===== config.mk =====
export PLATFORM = sky130hd
export DESIGN_NAME = dpll_holdover_ctrl
export DESIGN_NICKNAME = d
export VERILOG_FILES = /design/src/rtl/dpll_holdover_ctrl.sv
export SDC_FILE = /design/constraint.sdc
export NUM_CORES = 1
export LEC_CHECK = 0
export BUFFER_PORTS_ARGS = -buffer_cell sky130_fd_sc_hd__buf_4
export CORE_ASPECT_RATIO = 1.2
export CORE_MARGIN = 4
export CORE_UTILIZATION = 55
export CTS_BUF_LIST = sky130_fd_sc_hd__clkbuf_2
export CTS_CLUSTER_DIAMETER = 120
export DETAILED_ROUTE_END_ITERATION = 8
export MAX_ROUTING_LAYER = met4
export PLACE_DENSITY = 0.78
export SETUP_SLACK_MARGIN = 0.1
export SLEW_MARGIN = 40
export SYNTH_ARGS = -nofsm -noshare
export SYNTH_HDL_FRONTEND = slang
export SYNTH_SLANG_ARGS = --single-unit

===== constraint.sdc =====
create_clock -name clk -period 3.8 [get_ports clk]
set_clock_uncertainty 0.2 [all_clocks]
set_input_delay 0.76 -clock clk [delete_from_list [all_inputs] [get_ports clk]]
set_output_delay 0.76 -clock clk [all_outputs]
set_load 0.005 [all_outputs]

===== src/rtl/dpll_holdover_ctrl.sv =====
module dpll_holdover_ctrl #(
  parameter int W  = 24,
  parameter int K  = 6,
  parameter int EW = 16
) (
  input  logic          clk,
  input  logic          rst_n,
  input  logic [W-1:0]  lf_word,
  input  logic          lf_valid,
  input  logic          ref_ok,
  input  logic          phase_locked,
  input  logic [W-1:0]  freerun_word,
  input  logic          hold_mode,
  input  logic [EW-1:0] freq_err,
  input  logic [EW-1:0] lofl_thresh,
  output logic [W-1:0]  dco_word,
  output logic [1:0]    op_state,
  output logic          lopl,
  output logic          lofl,
  output logic          hist_valid,
  output logic          lf_seed
);
  localparam int AW = W + K;
  localparam logic [1:0] S_FREE = 2'd0, S_ACQ = 2'd1, S_LOCK = 2'd2, S_HOLD = 2'd3;

  logic [1:0]    state, nxt;
  logic [W-1:0]  lf_last, hold_word, hist_avg;
  logic [AW-1:0] acc, sum_next;
  logic [K-1:0]  cnt;
  logic          take, seeding, entering_hold;

  always_comb begin
    nxt = state;
    case (state)
      S_FREE: if (ref_ok) nxt = S_ACQ;
      S_ACQ:  if (!ref_ok) nxt = S_HOLD; else if (phase_locked) nxt = S_LOCK;
      S_LOCK: if (!ref_ok) nxt = S_HOLD; else if (!phase_locked) nxt = S_ACQ;
      default: if (ref_ok) nxt = S_ACQ;
    endcase
  end

  assign take          = lf_valid && ref_ok && (state == S_ACQ || state == S_LOCK);
  assign seeding       = (nxt == S_ACQ) && (state == S_FREE || state == S_HOLD);
  assign entering_hold = (nxt == S_HOLD) && (state != S_HOLD);
  assign sum_next      = acc + {{K{1'b0}}, lf_word};

  always_ff @(posedge clk) begin
    if (!rst_n) begin
      state      <= S_FREE;
      lf_last    <= '0;
      hold_word  <= '0;
      hist_avg   <= '0;
      hist_valid <= 1'b0;
      acc        <= '0;
      cnt        <= '0;
      lf_seed    <= 1'b0;
    end else begin
      state   <= nxt;
      lf_seed <= seeding;
      if (seeding) lf_last <= dco_word;
      else if (take) lf_last <= lf_word;
      if (entering_hold)
        hold_word <= hist_valid ? hist_avg : (hold_mode ? lf_last : freerun_word);
      if (state != S_LOCK) begin
        acc <= '0;
        cnt <= '0;
      end else if (take) begin
        if (&cnt) begin
          hist_avg   <= sum_next[AW-1:K];
          hist_valid <= 1'b1;
          acc        <= '0;
          cnt        <= '0;
        end else begin
          acc <= sum_next;
          cnt <= cnt + 1'b1;
        end
      end
    end
  end

  assign dco_word = (state == S_FREE) ? freerun_word :
                    (state == S_HOLD) ? hold_word : lf_last;
  assign op_state = state;
  assign lopl     = (state != S_LOCK);
  assign lofl     = (state == S_FREE) || (freq_err > lofl_thresh);

  assert_hold_entry_needs_lor_R2: assert property (@(posedge clk) disable iff (!rst_n)
    (state == S_HOLD && $past(state) != S_HOLD) |-> (!$past(ref_ok) && $past(state) != S_FREE));

  assert_exit_no_step_R8: assert property (@(posedge clk) disable iff (!rst_n)
    (state == S_ACQ && $past(state) == S_HOLD) |-> (dco_word == $past(dco_word) && lf_seed));

  assert_seed_single_R8: assert property (@(posedge clk) disable iff (!rst_n)
    lf_seed |=> !lf_seed);

  assert_hold_word_steady_R11: assert property (@(posedge clk) disable iff (!rst_n)
    (state == S_HOLD && $past(state) == S_HOLD) |-> $stable(dco_word));

  assert_hist_frozen_R11: assert property (@(posedge clk) disable iff (!rst_n)
    (state == S_HOLD && $past(state) == S_HOLD) |-> ($stable(hist_avg) && $stable(hist_valid)));

  assert_hist_sticky_R10: assert property (@(posedge clk) disable iff (!rst_n)
    hist_valid |=> hist_valid);

  assert_hold_lopl_R6: assert property (@(posedge clk) disable iff (!rst_n)
    (nxt == S_HOLD) |=> lopl);
endmodule


Yosys cells after proc, flatten, opt, wreduce, memory -nomap -nowiden

Cells that the tools add are included.

Register bits after elaboration: 112
Input port bits: 86
Output and inout bits: 30
Word-level logic and storage cells: 46

Add/subtract/negate cells: 2
$lt $le $gt $ge: 1
Equal/unequal tests: 7
Mux-type cells: 14
Bitwise gates (word level): 2
Reduce and logical (&&, ||, !) cells: 12

Operator list:

| operator                                            | number |
|---|---|
| 2-to-1 mux 24 bit                                   | 6 |
| adder 30 x 24 -> 30 bit                             | 1 |
| 2-to-1 mux 30 bit                                   | 1 |
| > comparator 16 bit                                 | 1 |
| 2-to-1 mux 2 bit                                    | 5 |
| AND reduction 8 bit                                 | 1 |
| adder 6 x 1 -> 6 bit, second input constant         | 1 |
| equality test 2 bit, second input constant          | 3 |
| 2-to-1 mux 6 bit                                    | 1 |
| AND reduction 6 bit                                 | 1 |
| equality test 2 x 1 -> 1 bit, second input constant | 2 |
| logical AND 1 bit                                   | 4 |
| inequality test 2 bit, second input constant        | 2 |
| one-hot mux 2 bit (2 select lines)                  | 1 |
| logical OR 1 bit                                    | 3 |
| logical NOT 2 bit                                   | 1 |
| inverter 1 bit                                      | 2 |
| nonzero test 2 bit                                  | 1 |
| OR reduction 2 bit                                  | 1 |

Depth between registers and ports, before layout

Gate-level depths: netlist (run 1).

Word-level depth: 6
Mapped depth: 12
Depth with buffers taken out: 10

Worst setup path before layout (run 1)

No wires, ideal clock.

Kind: input-to-reg
From: input port lf_word[0]
To: register hist_avg[18]
Setup time: 62 ps
Data arrival time: 3238 ps
Setup slack: 300 ps
Cell stages on the path: 11
Cells stage by stage: ha_1 -> inv_1 -> fa_1 -> and2b_1 -> o2111ai_2 -> a2111oi_4 -> o31ai_2 -> o31a_1 -> buf_2 -> or4_1 -> nand3_1

Longest elaborated chain between the ends: 1

Ends and longest elaborated chain:

| item                    | RTL line | source |
|---|---|---|
| start, declared         | 8        | `input logic [W-1:0] lf_word,` |
| adder 30 x 24 -> 30 bit | 45       | `assign sum_next = acc + {{K{1'b0}}, lf_word};` |
| end signal, assigned    | 69       | `hist_avg <= sum_next[AW-1:K];` |
| end, declared           | 27       | `logic [W-1:0] lf_last, hold_word, hist_avg;` |

No other way between the ends.
A chain may end at the register's enable or synchronous reset.

Worst setup path after layout (run 1)

From: input port freq_err[12]
To: output port lofl

Longest elaborated chain between the ends: 2

Ends and longest elaborated chain:

| item                | RTL line | source |
|---|---|---|
| start, declared     | 14       | `input logic [EW-1:0] freq_err,` |
| > comparator 16 bit | 85       | `assign lofl = (state == S_FREE) \|\| (freq_err > lofl_thresh);` |
| logical OR 1 bit    | 85       |  |
| end, declared       | 19       | `output logic lofl,` |

No other way between the ends.

==> impl_results.md, run 1 <==
- Switching portion of total power: 34.0%
- Reg2Reg Depth: 10
- Rows: 45
- Largest family of logic cells by synthesized area: compound AO/OA/AOI/OAI gates
- Number of max-cap violations: 0
- GR Util met3: 2.77%
- Worst EP required: 2.84 ns
- Adder-cell share of the synthesized area: 8.20%
- TritonCTS clock tree: built
- Fmax: 277 MHz
- Post-Syn Instances: 918
- Status: finished clean
- Final non-filler cell total: 1161
- Initial DRC count: 584
- WHS Endpoint: lf_last[21]
- Worst-skew pair later-pin latency: 0.64 ns
- Arr. time, crit path: 2.65 ns
- CP Class: primary input to output port
- Clock Pin Slew Worst Setup and Hold Paths: 0.33 ns
- Synth Area in Compound Gates: 22.4%
- Final period util: 94.9%
- Syn Area/Cell: 7.88 um^2
- Leading post-synthesis cells by cell area: dfxtp_1, mux2i_1, ha_1
- Core ar.: 12800 um^2
- Ant. Diodes: 0
- # placed instances: 1145
- Critical path buffers and inverters: 2
- Distinct cells, synth: 64
- DRT Wirelength: 19600 um
- Setup violators final: 0
- Synth async-reset ratio: 0%
- Fill cell count: 1173
- Most used cell, CP: buf_4
- Final net count: 1124
- CP max FO: 2
- CP max stage delay: 0.49 ns
- Initial core utilization: 56.6%
- Pre-antenna DRT Iters: 5
- Total leakage power: 3.83 nW
- Setup TNS: 0 ns
- Unrepaired setup endpoints after global routing: no
- Met1 Track Usage GR: 35.9%
- Fin. max-slew vios: 0
- Hold-fix buffers, CTS: 0
- Yosys Warn Count: 0
- Via count: 6859
- Yosys top cell by area: dfxtp_1
- Ys flop type: dfxtp_1
- Clock tree sinks: 112
- Io pins: 116
- I/O Buffers: 115
- Commonest non-fill, non-tap cells in the layout: nand2_1, buf_4, dfxtp_1
- Die width: 113 um
- R2R Setup Slk: 0.46 ns
- Largest net degree at the start of global routing: 50
- Root buf cell: clkbuf_2
- Area fraction of the dominant cell type after synthesis: 31.0%
- Comb pwr share: 27.8%
- GRT Overall Usage: 26.1%
- Post-synth EDFFs: 0
- Share of cells above drive strength 1: 15.8%
- Max_slew headroom: 52.2%
- Cell Pwr Density: 308 nW/um^2
- Busiest grt layer: met2
- DRC Markers: 0
- VDD IR-drop max: 0.175 mV
- Psw: 0.000866 W
- Die area: 15100 um^2
- CTS resizes: 0
- CP Cell Sequence: buf_4, ha_1, nand4_1, or2_2, or4_1, nor2b_1, a221o_1, buf_4
- Die height: 134 um
- GPL Wtd Cong: 0.951
- Initial antenna violation count: 0
- Clock share of power: 21.6%
- Vias per inst: 5.91
- Met2 track utilization from global routing: 40.9%
- Worst Hold Launch: lf_word[21]
- Minimum clock period: 3.61 ns
- H-tree depth: 3
- Vias in the first global route: 6319
- Area growth from synthesis to layout: 14.4%
- Sequential share of the synthesized area: 31.0%
- Count of final hold-check violations: 0
- Internal cell power: 0.00168 W
- Post-synthesis simple-gate area fraction: 20.7%
- Hold Path Class: primary input to register
- Area share of xor/xnor cells in the synthesized design: 2.54%
- Worst slew pin tran: 0.714 ns
- Routed WL per cell: 16.9 um
- Post-Syn Nets: 1050
- Post-CTS Setup Bufs: 0
- Reg power frac: 50.7%
- Routed Antenna Nets: 0
- Bufs on Longest Clock Path: 2
- Worst Setup End Kind: output port
- Critical path's top delay family: simple AND/OR/NAND/NOR gates
- Mapped Area: 7230 um^2
- Critical path's slowest cell: or4_1
- Multiplexer share of the synthesized area: 9.97%
- Global-route wire length before repair: 31600 um
- Seq cells post-synth: 112
- Hold depth: 4
- Capturing point of the worst reg2reg path: acc[26]
- Final HPWL DP: 14400 um
- Most common cell after layout, fill and taps aside: nand2_1
- Worst r2r src: acc[0]
- Cts bufs inserted: 9
- Setup crit start kind: primary input
- GRT overflow: 0
metal layers:
layer / vias up / part of all wire (%)
met5: - / 0
met4: 0 / 1.6
met3: 21 / 6.7
met2: 240 / 46
met1: 3173 / 46
li1: 3425 / -
through the flow:
stage	power [W]	utilization [%]	hold WS, ns	instance area, um^2	setup slack, ns
after floorplan	0.00174	-	0.229	7230	0.300
after global placement	0.00200	63.8	0.240	8150	0.0558
after detailed placement	0.00201	63.8	0.247	8150	0.0148
after CTS	0.00256	64.7	0.228	8270	0.197
after global routing	0.00270	64.7	0.204	8270	0.166
final	0.00255	64.7	0.268	8270	0.195
tightest hold or removal path, stage by stage:
cell and delay (ns):
buf_4 0.12, nand2_1 0.05, nand3_1 0.06, o211a_1 0.12
power groups by stage:
stage	Combinational, W	Sequential [W]	Clock (W)
floorplan	0.000438	0.00130	0
global placement	0.000689	0.00131	0
detailed placement	0.000704	0.00131	0
CTS	0.000705	0.00129	0.000562
global route	0.000785	0.00130	0.000613
finish	0.000707	0.00129	0.000549
registers in the layout (all words and copies together), names as in the netlist:
register and flops:
acc 30, hist_avg 24, hold_word 24, lf_last 24, cnt 6, op_state 2
hist_valid 1, lf_seed 1
Yosys cell counts (4+ instances only):
library cell,n
a21boi_0,8
a21o_1,13
a21oi_1,45
a22oi_1,8
a31oi_1,6
and3_1,7
buf_2,8
clkbuf_1,58
dfxtp_1,112
ha_1,45
inv_1,30
mux2i_1,72
nand2_1,147
nand3_1,53
nand4_1,20
nor2_1,55
nor2b_1,6
nor3_1,11
o211a_1,25
o211ai_1,6
o21a_1,8
o21ai_0,83
o21bai_1,5
o31a_1,4
o31ai_1,4
or3_1,4
or4_1,6
xnor2_1,16
xor2_1,5
final cells by class:
type | instances | area (um^2) | area share, %
inverters | 31 | 116 | 1.41
well taps | 164 | 205 | 2.48
multi-input cells | 708 | 4610 | 55.8
flip-flops and latches | 112 | 2240 | 27.1
clock buffers | 9 | 45.0 | 0.545
repair buffers | 130 | 976 | 11.8
clock inverters | 7 | 70.1 | 0.847
logic make-up after synthesis:
group,after synthesis
DFF,112
muxes,72
buffers and inverters,98
AOI/OAI and AO/OA,240
xor gates and xnor gates,21
adders and majority gates,47
and+or+nand+nor,328
worst max-delay path by stage:
stage,start,end,cells after the start
3_3_place_gp,lf_word[0],acc[26],11
5_1_grt,lofl_thresh[12],lofl,9
3_5_place_dp,lf_word[0],acc[28],11
6_report,freq_err[12],lofl,8
2_1_floorplan,lf_word[0],hist_avg[18],11
4_1_cts,freq_err[12],lofl,8
Note: power is estimated with default switching activity, not from simulation.
==> inputs of run 2 (changes only) <==
Settings changed: CORE_UTILIZATION 55 to 54, PLACE_DENSITY 0.78 to 0.8.
Clock period 3.8 ns to 3.3 ns, I/O delays scaled along.
==> run 2 against run 1 <==
  * The run now ends with setup timing left
  * First-iteration DRC count rose by 4.6%
  * Flip-flop and latch count stayed put
  * Core utilization is 1.3 points higher
  * Cell area is 5.2% higher
  * Die area rose by 1.7%
  * Hold slack got worse by 0.15 ns
  * Power rose by 16%
  * Clock-buffer cell count stayed put
  * Worst setup slack got worse by 0.23 ns
  * Critical path depth up 1
  * Clock power rose by 9.1%
  * Largest power group unchanged
  * Highest routed layer unchanged
==> impl_results.md, run 2 (same netlist as run 1, synthesis figures left out) <==
- Fill cell count: 1100
- Largest register FFs: 30
- Area growth from synthesis to layout: 20.3%
- Core ar.: 13200 um^2
- Die height: 135 um
- Count of final hold-check violations: 0
- Initial core utilization: 54.9%
- Worst Hold Launch: rst_n
- Worst slew pin tran: 0.693 ns
- CP max FO: 2
- Hold-fix buffers, CTS: 0
- GRT overflow: 0
- Fin. max-slew vios: 0
- Die width: 114 um
- Setup crit start kind: primary input
- Most common cell after layout, fill and taps aside: buf_4
- Die area: 15300 um^2
- Final non-filler cell total: 1198
- Total leakage power: 3.99 nW
- Share of cells above drive strength 1: 20.9%
- Commonest non-fill, non-tap cells in the layout: buf_4, nand2_1, dfxtp_1
- Final Power: 0.00294 W
- GPL Wtd Cong: 0.958
- Slack of the critical path: -0.0324 ns
- Final net count: 1156
- WHS: 0.118 ns
- Cell Pwr Density: 338 nW/um^2
- Unrepaired setup endpoints after global routing: yes
- Arr. time, crit path: 2.47 ns
- Status: complete, but fails checks
- Routed Antenna Nets: 0
- VDD IR-drop max: 0.176 mV
- Pre-antenna DRT Iters: 7
- Final Core Density: 66.0%
- Cts bufs inserted: 9
- Worst r2r src: acc[0]
- Hold depth: 2
- Largest net degree at the start of global routing: 51
- Routed WL per cell: 17.2 um
- Initial antenna violation count: 1
- R2R Setup Slk: 0.21 ns
- Critical path's slowest cell: or4_4
- CP Class: primary input to output port
- Global-route wire length before repair: 32500 um
- Failing checks: setup timing
- Initial DRC count: 611
- Bufs on Longest Clock Path: 2
- Io pins: 116
- Final HPWL DP: 14700 um
- Root buf cell: clkbuf_2
- Fmax: 300 MHz
- Worst EP required: 2.44 ns
- Biggest register: acc
- Clock tree sinks: 112
- Worst-skew pair later-pin latency: 0.64 ns
- GRT Overall Usage: 26.9%
- # placed instances: 1177
- Clock Pin Slew Worst Setup and Hold Paths: 0.30 ns
- Reg2Reg Depth: 10
- Rows: 46
- Via count: 7132
- Critical path's top delay family: simple AND/OR/NAND/NOR gates
- DRC Markers: 0
- Number of max-cap violations: 0
- Max_slew headroom: 53.5%
- CP max stage delay: 0.48 ns
- Critical path buffers and inverters: 3
- Vias in the first global route: 6681
- Capturing point of the worst reg2reg path: hist_avg[18]
- CP Cell Sequence: buf_6, inv_4, ha_4, nand4_1, or2_4, or4_4, nor2b_4, a221o_1, buf_4
- Hold Path Class: primary input to register
- DRT Wirelength: 20700 um
- Setup violators final: 1
- Worst Setup End Kind: output port
- WHS Endpoint: hist_avg[23]
- I/O Buffers: 115
- Vias per inst: 5.95
- Minimum clock period: 3.33 ns
- H-tree depth: 3
- TritonCTS clock tree: built
- Final period util: 101%
run 2: cell types whose count changed in the layout (fill, tap and decap cells not counted), sizes merged:
| cell | before | now |
|---|---|---|
| clkinvlp | 0 | 1 |
| diode | 0 | 1 |
| buf | 130 | 162 |
| inv | 34 | 33 |
run 2: final cells by class:
| cell class | count | area, um^2 | area share, % |
|---|---|---|---|
| flip-flops and latches | 112 | 2250 | 25.8 |
| multi-input cells | 708 | 4770 | 54.9 |
| inverters | 31 | 124 | 1.42 |
| clock buffers | 9 | 45.0 | 0.518 |
| diodes | 1 | 2.50 | 0.0288 |
| clock inverters | 7 | 53.8 | 0.618 |
| repair buffers | 162 | 1250 | 14.3 |
| well taps | 168 | 210 | 2.42 |
run 2: worst register-to-register path, stage by stage (launching register included):
cell and delay [ns]:
dfxtp_2 0.42, ha_4 0.13, inv_2 0.03, fa_2 0.34, and2b_2 0.25, o2111ai_4 0.15, a2111oi_4 0.44, o31ai_2 0.16
o31a_2 0.39, or4_1 0.49, nand3_1 0.07
run 2: stage by stage:
stage	area (um^2)	worst slack, ns	setup TNS (ns)
finish	8700	-0.0324	-0.0324
global route	8700	-0.0613	-0.0613
detailed placement	8390	-0.263	-1.43
global placement	8380	-0.227	-1.20
CTS	8600	-0.0325	-0.0325
floorplan	7250	-0.0360	-0.0360
run 2: power breakdown:
group,leakage [nW],internal (W),switching [W]
combinational,3.02,0.000406,0.000455
sequential,0.910,0.00143,0.0000519
clock,0.0622,0.000109,0.000489
run 2: what timing repair did:
item / 4_1_cts / 5_1_grt
endpoints found under the setup margin: 5 / 31
buffers inserted: 1 / 3
resized for setup: 16 / 24
pin swaps: 5 / 13
run 2: metal layers:
metal  wire length [um]  global-route usage (%)
met1               8730                    34.6
met2               9890                    43.4
met3               1550                    4.08
met4                484                    9.22
met5                  0                       -
run 2: worst max path at each step:
stage	startpoint	to	slack, ns	depth (start not counted)
global route	lofl_thresh[11]	lofl	-0.06	9
finish	lofl_thresh[11]	lofl	-0.03	9
detailed placement	lf_word[0]	hist_avg[12]	-0.26	12
CTS	lofl_thresh[9]	lofl	-0.03	9
global placement	lf_word[0]	hist_avg[12]	-0.23	12
floorplan	lf_word[0]	hist_avg[18]	-0.04	11
